**src/rtl/pip_pkg.sv**
```systemverilog
package pip_pkg;

  typedef enum logic [2:0] {
    SRC_NONE = 3'd0,
    SRC_LIVE = 3'd1,
    SRC_BACK = 3'd2,
    SRC_MUTE = 3'd3,
    SRC_EDGE = 3'd4
  } src_e;

  typedef struct packed {
    logic [3:0] y;
    logic [2:0] u;
    logic [2:0] v;
  } lvl_t;

endpackage

```
**src/rtl/pip_raster_cnt.sv**
```systemverilog
module pip_raster_cnt #(
  parameter int H_W = 10,
  parameter int V_W = 10
) (
  input  logic           clk,
  input  logic           rst_n,
  input  logic           hsync,
  input  logic           vsync,
  output logic [H_W-1:0] h_cnt,
  output logic [V_W-1:0] v_cnt
);
  localparam logic [H_W-1:0] H_MAX = '1;
  localparam logic [V_W-1:0] V_MAX = '1;

  logic [H_W-1:0] h_nx;
  logic [V_W-1:0] v_nx;

  always_comb begin
    h_nx = h_cnt;
    v_nx = v_cnt;
    if (vsync) begin
      h_nx = '0;
      v_nx = '0;
    end else if (hsync) begin
      h_nx = '0;
      if (v_cnt != V_MAX) v_nx = v_cnt + 1'b1;
    end else if (h_cnt != H_MAX) begin
      h_nx = h_cnt + 1'b1;
    end
  end

  always_ff @(posedge clk or negedge rst_n) begin
    if (!rst_n) begin
      h_cnt <= '0;
      v_cnt <= '0;
    end else begin
      h_cnt <= h_nx;
      v_cnt <= v_nx;
    end
  end

  p_hrestart_r2: assert property (@(posedge clk) disable iff (!rst_n)
    hsync |=> (h_cnt == '0));
  p_vrestart_r2: assert property (@(posedge clk) disable iff (!rst_n)
    vsync |=> (v_cnt == '0 && h_cnt == '0));

endmodule

```
**src/rtl/pip_window_cmp.sv**
```systemverilog
module pip_window_cmp
  import pip_pkg::*;
#(
  parameter int H_W   = 10,
  parameter int V_W   = 10,
  parameter int POS_W = 8,
  parameter int HSZ_W = 7,
  parameter int VSZ_W = 8
) (
  input  logic             clk,
  input  logic             rst_n,
  input  logic [H_W-1:0]   h_cnt,
  input  logic [V_W-1:0]   v_cnt,
  input  logic [POS_W-1:0] hpos,
  input  logic [POS_W-1:0] vpos,
  input  logic [HSZ_W-1:0] width,
  input  logic [VSZ_W-1:0] height,
  input  logic             hsize,
  input  logic             vsize,
  input  logic             vpos50_en,
  input  logic             main_50hz,
  input  logic             disp_en,
  input  logic             border_en,
  input  logic             border_indep,
  input  logic             back_en,
  input  logic             mute,
  input  lvl_t             edge_lvl,
  input  lvl_t             back_lvl,
  output logic             win_act,
  output logic             brd_act,
  output src_e             src,
  output lvl_t             lvl
);
  localparam int PW3_W = HSZ_W + 2;
  localparam int PH3_W = VSZ_W + 2;
  localparam int VP6_W = POS_W + 3;
  localparam logic [VP6_W-1:0] DIV5 = VP6_W'(5);

  logic [PW3_W-1:0] w3;
  logic [PH3_W-1:0] h3;
  logic [VP6_W-1:0] v6, v12;
  logic [H_W-1:0]   hs, pw, px0, px1, wx1;
  logic [V_W-1:0]   vs, ph, py0, py1, wy1;
  logic             in_xp, in_xw, in_yp, in_yw, in_pic, in_ring;
  logic             win_nx, brd_nx;
  src_e             src_nx;
  lvl_t             lvl_nx;

  // size scaling: small size is three quarters of the large extent
  always_comb begin
    w3  = ({2'b00, width} << 1) + {2'b00, width};
    h3  = ({2'b00, height} << 1) + {2'b00, height};
    v6  = ({3'b000, vpos} << 2) + ({3'b000, vpos} << 1);
    v12 = v6 / DIV5;
    pw  = hsize ? H_W'(w3 >> 2) : H_W'(width);
    ph  = vsize ? V_W'(h3 >> 2) : V_W'(height);
    hs  = H_W'(hpos);
    vs  = (vpos50_en && main_50hz) ? V_W'(v12) : V_W'(vpos);
  end

  // geometry: two-pixel side columns, one-line top and bottom rows
  always_comb begin
    px0 = hs + H_W'(2);
    px1 = px0 + pw;
    wx1 = px1 + H_W'(2);
    py0 = vs + V_W'(1);
    py1 = py0 + ph;
    wy1 = py1 + V_W'(1);
    in_xp   = (h_cnt >= px0) && (h_cnt < px1);
    in_xw   = (h_cnt >= hs)  && (h_cnt < wx1);
    in_yp   = (v_cnt >= py0) && (v_cnt < py1);
    in_yw   = (v_cnt >= vs)  && (v_cnt < wy1);
    in_pic  = in_xp && in_yp;
    in_ring = in_xw && in_yw && !in_pic;
    win_nx  = disp_en && in_pic;
    brd_nx  = disp_en && border_en && in_ring;
  end

  always_comb begin
    src_nx = SRC_NONE;
    lvl_nx = '0;
    if (win_nx) begin
      if (mute) begin
        src_nx = SRC_MUTE;
      end else if (back_en) begin
        src_nx = SRC_BACK;
        lvl_nx = back_lvl;
      end else begin
        src_nx = SRC_LIVE;
      end
    end else if (brd_nx) begin
      src_nx = SRC_EDGE;
      lvl_nx = border_indep ? edge_lvl : back_lvl;
    end
  end

  always_ff @(posedge clk or negedge rst_n) begin
    if (!rst_n) begin
      win_act <= 1'b0;
      brd_act <= 1'b0;
      src     <= SRC_NONE;
      lvl     <= '0;
    end else begin
      win_act <= win_nx;
      brd_act <= brd_nx;
      src     <= src_nx;
      lvl     <= lvl_nx;
    end
  end

  p_off_r9: assert property (@(posedge clk) disable iff (!rst_n)
    !disp_en |=> (!win_act && !brd_act && src == SRC_NONE));
  p_ring_gate_r6: assert property (@(posedge clk) disable iff (!rst_n)
    !border_en |=> !brd_act);
  p_edge_code_r7: assert property (@(posedge clk) disable iff (!rst_n)
    (src == SRC_EDGE) |-> (brd_act && !win_act));
  p_pic_code_r7: assert property (@(posedge clk) disable iff (!rst_n)
    (src == SRC_LIVE || src == SRC_BACK || src == SRC_MUTE) |-> win_act);

endmodule

```
**src/rtl/pip_sw_delay.sv**
```systemverilog
module pip_sw_delay #(
  parameter int DLY_W = 4
) (
  input  logic             clk,
  input  logic             rst_n,
  input  logic             din,
  input  logic [DLY_W-1:0] sel,
  output logic             dout
);
  localparam int DEPTH = (1 << DLY_W) - 1;

  logic [DEPTH:1] line_q;
  logic [DEPTH:1] line_nx;
  logic [DEPTH:0] tap;

  assign tap[0] = din;
  generate
    for (genvar i = 1; i <= DEPTH; i++) begin : g_tap
      assign tap[i] = line_q[i];
    end
  endgenerate

  always_comb begin
    line_nx = {line_q[DEPTH-1:1], din};
    dout    = tap[sel];
  end

  always_ff @(posedge clk or negedge rst_n) begin
    if (!rst_n) line_q <= '0;
    else        line_q <= line_nx;
  end

endmodule

```
**src/rtl/pip_overlay_timing.sv**
```systemverilog
module pip_overlay_timing
  import pip_pkg::*;
#(
  parameter int H_W   = 10,
  parameter int V_W   = 10,
  parameter int POS_W = 8,
  parameter int HSZ_W = 7,
  parameter int VSZ_W = 8,
  parameter int DLY_W = 4
) (
  input  logic             clk,
  input  logic             rst_n,
  input  logic             hsync_i,
  input  logic             vsync_i,
  input  logic             main_50hz_i,
  input  logic             disp_en_i,
  input  logic             freeze_i,
  input  logic             hsize_i,
  input  logic             vsize_i,
  input  logic [POS_W-1:0] hpos_i,
  input  logic [POS_W-1:0] vpos_i,
  input  logic [HSZ_W-1:0] width_i,
  input  logic [VSZ_W-1:0] height_i,
  input  logic             vpos50_en_i,
  input  logic             border_en_i,
  input  logic             border_indep_i,
  input  logic [3:0]       edge_y_i,
  input  logic [2:0]       edge_u_i,
  input  logic [2:0]       edge_v_i,
  input  logic             back_en_i,
  input  logic             mute_i,
  input  logic [3:0]       back_y_i,
  input  logic [2:0]       back_u_i,
  input  logic [2:0]       back_v_i,
  input  logic [DLY_W-1:0] sw_delay_i,
  output logic             win_act_o,
  output logic             brd_act_o,
  output logic             pip_sw_o,
  output logic             cap_en_o,
  output logic [2:0]       src_o,
  output logic [3:0]       fill_y_o,
  output logic [2:0]       fill_u_o,
  output logic [2:0]       fill_v_o
);
  logic [H_W-1:0] h_cnt;
  logic [V_W-1:0] v_cnt;
  src_e           src;
  lvl_t           lvl, edge_lvl, back_lvl;
  logic           any_act;

  assign edge_lvl = '{y: edge_y_i, u: edge_u_i, v: edge_v_i};
  assign back_lvl = '{y: back_y_i, u: back_u_i, v: back_v_i};

  pip_raster_cnt #(.H_W(H_W), .V_W(V_W)) u_cnt (
    .clk(clk), .rst_n(rst_n), .hsync(hsync_i), .vsync(vsync_i),
    .h_cnt(h_cnt), .v_cnt(v_cnt)
  );

  pip_window_cmp #(.H_W(H_W), .V_W(V_W), .POS_W(POS_W), .HSZ_W(HSZ_W),
                   .VSZ_W(VSZ_W)) u_cmp (
    .clk(clk), .rst_n(rst_n), .h_cnt(h_cnt), .v_cnt(v_cnt),
    .hpos(hpos_i), .vpos(vpos_i), .width(width_i), .height(height_i),
    .hsize(hsize_i), .vsize(vsize_i), .vpos50_en(vpos50_en_i),
    .main_50hz(main_50hz_i), .disp_en(disp_en_i), .border_en(border_en_i),
    .border_indep(border_indep_i), .back_en(back_en_i), .mute(mute_i),
    .edge_lvl(edge_lvl), .back_lvl(back_lvl),
    .win_act(win_act_o), .brd_act(brd_act_o), .src(src), .lvl(lvl)
  );

  assign any_act = win_act_o | brd_act_o;

  pip_sw_delay #(.DLY_W(DLY_W)) u_dly (
    .clk(clk), .rst_n(rst_n), .din(any_act), .sel(sw_delay_i),
    .dout(pip_sw_o)
  );

  assign cap_en_o = disp_en_i & ~freeze_i;
  assign src_o    = src;
  assign fill_y_o = lvl.y;
  assign fill_u_o = lvl.u;
  assign fill_v_o = lvl.v;

  p_sw_nodelay_r11: assert property (@(posedge clk) disable iff (!rst_n)
    (sw_delay_i == '0) |-> (pip_sw_o == any_act));
  p_sw_onedelay_r11: assert property (@(posedge clk) disable iff (!rst_n)
    (sw_delay_i == DLY_W'(1) && $past(sw_delay_i) == DLY_W'(1))
      |-> (pip_sw_o == $past(any_act)));

endmodule

```
**config.mk**
```make
export PLATFORM = sky130hd
export DESIGN_NAME = pip_overlay_timing
export DESIGN_NICKNAME = d
export VERILOG_FILES = /design/src/rtl/pip_pkg.sv /design/src/rtl/pip_raster_cnt.sv /design/src/rtl/pip_window_cmp.sv /design/src/rtl/pip_sw_delay.sv /design/src/rtl/pip_overlay_timing.sv
export SDC_FILE = /design/constraint.sdc
export NUM_CORES = 1
export LEC_CHECK = 0
export BUFFER_PORTS_ARGS = -buffer_cell sky130_fd_sc_hd__buf_2
export CAP_MARGIN = 30
export CORE_MARGIN = 4
export CORE_UTILIZATION = 65
export CTS_BUF_LIST = sky130_fd_sc_hd__clkbuf_2
export CTS_CLUSTER_DIAMETER = 50
export DETAILED_ROUTE_END_ITERATION = 10
export PLACE_DENSITY = 0.93
export SLEW_MARGIN = 0
export SYNTH_ARGS = -nofsm -noshare
export SYNTH_HDL_FRONTEND = slang
export SYNTH_SLANG_ARGS = --single-unit
```
**constraint.sdc**
```tcl
create_clock -name clk -period 11.15 [get_ports clk]
set_clock_uncertainty 0.2 [all_clocks]
set_input_delay 3.345 -clock clk [delete_from_list [all_inputs] [get_ports clk]]
set_output_delay 3.345 -clock clk [all_outputs]
set_load 0.05 [all_outputs]
```
### After elaboration in Yosys (flattened, before gate mapping)

Cells that the tools add are included.

| word-level totals | value |
|---|---|
| register bits after elaboration | 50 |
| bits in latches | 0 |
| memory bits (writable) | 0 |
| bits in read-only memories | 0 |
| word-level logic and storage cells | 71 |
| memories | 0 |

| cells by class | value |
|---|---|
| add/sub/neg operators | 11 |
| $mul | 0 |
| div/mod/pow operators | 1 |
| magnitude comparators | 9 |
| equal/unequal tests | 2 |
| shift-type cells | 0 |
| multiplexer cells | 20 |
| bitwise logic cells | 3 |
| reduce and logical (&&, ||, !) cells | 16 |

Operators by type and width:

| operator | number |
|---|---|
| 2-to-1 mux 10 bit | 12 |
| adder 10 x 1 -> 10 bit, second input constant | 4 |
| less-than comparator 10 bit | 4 |
| greater-or-equal comparator 10 bit | 3 |
| adder 10 bit | 2 |
| inequality test 10 bit, second input constant | 2 |
| adder 10 x 9 -> 11 bit | 1 |
| divider 11 x 3 -> 11 bit, second input constant | 1 |
| logical AND 1 bit | 11 |
| adder 10 x 2 -> 10 bit, second input constant | 1 |
| adder 9 x 8 -> 10 bit | 1 |
| greater-or-equal comparator 10 x 8 -> 1 bit | 1 |
| adder 8 x 2 -> 9 bit, second input constant | 1 |
| adder 8 x 7 -> 9 bit | 1 |
| 2-to-1 mux 8 bit | 1 |
| 2-to-1 mux 7 bit | 1 |
| 2-to-1 mux 3 bit | 2 |
| less-than comparator 4 x 5 -> 1 bit, second input constant | 1 |
| binary-select mux 1 bit (select 4 bit) | 1 |
| 2-to-1 mux 2 bit | 2 |
| nonzero test 2 bit | 2 |
| nonzero test 3 bit | 1 |
| AND reduction 2 bit | 1 |
| AND 1 bit | 1 |
| other kinds (4) | 4 |

### Longest topological paths before layout

| logic depth | value |
|---|---|
| depth after elaboration | 13 |
| mapped depth | 42 |
| gate-level depth less buffers | 39 |

### Hierarchy

A second synthesis with hierarchy kept.

| second synthesis, totals | value |
|---|---|
| cell total of the unflattened synthesis | 840 |
| area total of the unflattened synthesis | 7,088.0 um^2 |

Modules (own cells, without submodules):

| module | instances | cells each | area each (um^2) | sequential area each (um^2) |
|---|---|---|---|---|
| pip_window_cmp | 1 | 707 | 5,501.5 | 375.4 |
| pip_raster_cnt | 1 | 109 | 1,063.5 | 500.5 |
| pip_sw_delay | 1 | 22 | 510.5 | 375.4 |
| pip_overlay_timing | 1 | 2 | 12.5 | 0.0 |

### Worst setup path before layout

No wires, ideal clock.

| timing path | value |
|---|---|
| path type | input -> register |
| start | in vpos_i[0] |
| end | reg u_cmp.lvl[0] (netlist name) |
| data arrival time | 10.988 ns |
| data required time | 10.828 ns |
| slack | -0.160 ns |
| stages on the path | 35 |
| cell sequence | ha_1 > inv_1 > fa_1 > nand2b_2 > a21oi_2 > xnor2_1 > buf_4 > nor3_1 > or3_1 > nand3_1 > a211oi_1 > a211oi_1 > nand4_1 > o41ai_2 > buf_4 > mux2_2 > nand3b_1 > nand4_1 > ha_1 > inv_1 > fa_1 > or2_1 > o211a_1 > or3_1 > xnor2_2 > ha_1 > o21ai_0 > nand2b_1 > o211a_1 > a221oi_1 > nand3_1 > a221o_1 > a211oi_4 > mux2_4 > a32o_1 |

RTL lines:

| item | RTL line | source |
|---|---|---|
| start: declaration | pip_overlay_timing.sv:21 | `input logic [POS_W-1:0] vpos_i,` |

==> summary.txt <==
Critical path
  • Worst R2R Path Depth: 16
  • Critical Path End Type: flip-flop
  • Setup CP Type: input pin to flip-flop
  • Critical Path RT: 11270 ps
  • Stages on the worst setup path: 44
  • Setup crit start kind: input pin
  • Worst-path maximum fanout: 6
  • Arrival @ worst endpoint: 12550 ps
  • WP buf/inv: 11
  • Slowest CP cell: o21ai_0
  • CP most frequent cell: buf_4
  • CP top delay family: compound AO/OA/AOI/OAI gates
  • CP max stage delay: 710 ps

Synthesis
  • Post-Syn Area: 7327 sq um
  • Main combinational cell family by area after synthesis: compound AO/OA/AOI/OAI gates
  • Adder-Cell Fraction of Synth Area: 21.09%
  • EDFF count, synth: 0
  • Synth Area in Simple Gates: a little under a fifth
  • Flop and latch count out of synthesis: 50
  • Synth Area in Compound Gates: approximately a quarter
  • Top_reg_cell synth: dfrtp_1
  • Syn nets: ~1100
  • Ys Warns: 0
  • Sequential-to-total area share from yosys stat: between 15 and 20%
  • Xor/xnor cell area share of the yosys netlist: under 10%
  • Post-Syn Instances: a little under 900
  • Ys async rst share: 100.0%
  • Mux share of post-synthesis cell area: 3.808%
  • Avg Cell Area, Syn: 8.374 sq um
  • Synth cell types: 100

Global routing
  • First-pass GRT wire length: between 30000 and 40000 um
  • Antenna violations before repair: 0
  • Gr usage total: 29.20%
  • Largest net degree at the start of global routing: 40
  • Total gr overflow: 0
  • Number of global-route vias before repair: about 7300

CTS
  • Clock latency on the worst-skew pair: 420 ps
  • Clk root buf: clkbuf_2
  • Clock sink total: 50
  • CTS tree: done
  • Clock buffer depth: 2
  • H-tree depth reported by CTS: 2
  • Reg clk slew, reported paths: 270 ps
  • TritonCTS Buffers: 5

Routing
  • Wirelength, routed: 26680 um
  • Via count: 8312
  • Vias per cell: 6.985
  • Number of DRC markers in iteration 0: around 1400
  • Routed Antenna Nets: 0
  • Routed len/inst: 22.42 um
  • DRC Markers: 0
  • 1st-pass router iterations: 9

Placement
  • Placed cell count: about 1200
  • RD Place Congestion: 1.006
  • I/O Buffers: 85
  • Post-DP HPWL: 15820 um

Finish
  • Final nets: between 1000 and 1500
  • Fillers: 566
  • Layout area overhead: 24.30%
  • Layout cells sized above 1: 30.10%
  • Number of diodes: 0
  • Final Non-Filler Cells: 1190

Pwr
  • Pwr/cell area: 151.4 nW/um^2
  • Worst VDD drop: 107.1 uV
  • Pleak: between 4 and 5 nW

Floorplan
  • Die footprint: 13030 sq um
  • Rows: 38
  • IO Pins: 86
  • Starting Density: 67.00%
  • Die height: 114.2 um
  • Core area: 10940 sq um
  • Die width: 114.2 um

Status
  • Failing checks: setup timing
  • Status: finished with violations

STA
  • Worst Max-Slew Pin Slew: between 800 and 900 ps
  • Final WS setup: -1286 ps
  • Setup violators final: 15
  • Final period util: 111.5%
  • Post-layout minimum cycle time: 12440 ps
  • Upper clock frequency limit: about 0.080 GHz
  • RSZ-0062 raised after global routing: yes
  • Max-slew violation count: 0
  • Rel. slew slack: 39.98%
  • Final hold viol count: 0
  • Final TNS setup: -17380 ps

Flow run
  • Max Cap Violations: 0

Min path
  • Min-Delay Path Depth: 0
  • Hold Path Class: flip-flop to flip-flop
-- area by class of cell --
class                      instances  area [sq um]  area share [%]
multi-input combinational        733          6112           67.11
timing repair buffer             192          1272           13.97
sequential                        50          1251           13.74
inverter                          68         257.7           2.830
tap                              140         175.2           1.923
clock buffer                       5         25.02          0.2748
clock inverter                     2         13.76          0.1511
-- worst register-to-register path, delay by kind of cell, from the launching register on --
kind / cells / cell delay, ps
compound gates: 10 / 2400
flops: 1 / 560
simple gates: 4 / 470
mux: 1 / 380
fa+ha+maj: 1 / 330
-- power breakdown --
group,internal [W],switching [W]
registers,0.000183,0.00000314
logic,0.000500,0.000619
clock network,0.0000149,0.0000581
-- stage by stage --
stage / setup slack, ps / total power (W) / area (sq um) / utilization, % / hold WS [ps]
2_1_floorplan: 4.992 / 0.0007715 / 7412 / - / 148.8
5_1_grt: -1251 / 0.001447 / 9107 / 83.28 / 213.2
3_5_place_dp: -423.2 / 0.001047 / 8504 / 77.77 / 157.6
6_report: -1286 / 0.001378 / 9107 / 83.28 / 197.0
4_1_cts: 28.36 / 0.001125 / 8551 / 78.19 / 191.3
3_3_place_gp: -47.42 / 0.0009983 / 8484 / 77.59 / 156.2
-- placed cells by master (no fill, tap or decap), drive strengths merged, types with 24 or more instances in the layout --
master / synthesis / routed
inv: 67 / 68
ha: 113 / 113
nor3: 24 / 24
a21oi: 64 / 64
nand2: 48 / 48
xnor2: 47 / 47
o21ai: 53 / 53
nor2: 77 / 77
dfrtp: 50 / 50
buf: 12 / 191
-- per-layer routing --
layer,vias up,global-route usage (%),part of all wire (%)
met5,-,0,0
met4,0,8.155,8.4
met3,254,4.440,11
met2,709,52.85,45
met1,3793,35.90,35
li1,3556,-,-
-- final timing paths --
check                                       from  slack [ps]                to
worst max register to register    u_cnt.v_cnt[1]        6710      u_cmp.lvl[0]
worst min-delay path            u_dly.line_q[12]         200  u_dly.line_q[13]
max in group asynchronous                  rst_n        7700      u_cmp.src[2]
worst max-delay path                   vpos_i[1]       -1290      u_cmp.lvl[0]
min in group asynchronous                  rst_n        2540  u_dly.line_q[13]
worst min register to register  u_dly.line_q[12]         200  u_dly.line_q[13]
-- flip-flops by register name, indices dropped and copies added (netlist names) --
register and count:
u_dly.line_q 15, u_cmp.lvl 10, u_cnt.h_cnt 10, u_cnt.v_cnt 10, u_cmp.src 3, u_cmp.brd_act 1
u_cmp.win_act 1
-- synthesized netlist by cell type (6+ instances only) --
cell type / count / area, sq um
a21oi_1: 60 / 300.3
o21ai_0: 46 / 230.2
nand4_1: 18 / 112.6
a21o_1: 13 / 97.59
o211ai_1: 9 / 67.56
o21bai_1: 7 / 52.55
inv_1: 67 / 251.5
xor2_1: 22 / 192.7
o22ai_1: 7 / 43.79
and3_1: 9 / 56.30
xnor2_1: 45 / 394.1
nand2_1: 47 / 176.4
nor2_1: 75 / 281.5
nand2b_1: 18 / 112.6
a211o_1: 7 / 61.31
or3_1: 10 / 62.56
ha_1: 113 / 1414
nor3_1: 22 / 110.1
buf_4: 6 / 45.04
nor4_1: 6 / 37.54
a31oi_1: 7 / 43.79
clkbuf_1: 12 / 45.04
a32o_1: 11 / 110.1
dfrtp_1: 50 / 1251
mux2_2: 8 / 90.09
nor2b_1: 19 / 118.9
o21a_1: 11 / 82.58
nand3_1: 20 / 100.1
-- kinds of logic (layout without fill, tap and decap cells) --
logic type | count (synthesis) | after routing
other | 1 | 1
buffers and inverters | 93 | 267
multiplexers | 20 | 21
flip-flops | 50 | 50
AO/OA/AOI/OAI | 251 | 251
AND/OR/NAND/NOR | 269 | 269
XOR/XNOR | 70 | 70
adder cells (fa/ha/maj) | 121 | 121
-- what timing repair did --
item                       in CTS  in global routing
pin swaps                       0                 41
setup endpoints to repair       8                 15
hold buffers                    0                  0
resized for setup               1                 82
buffers inserted                0                 24
gates cloned                    0                  2
(Power assumes the default switching activity.)
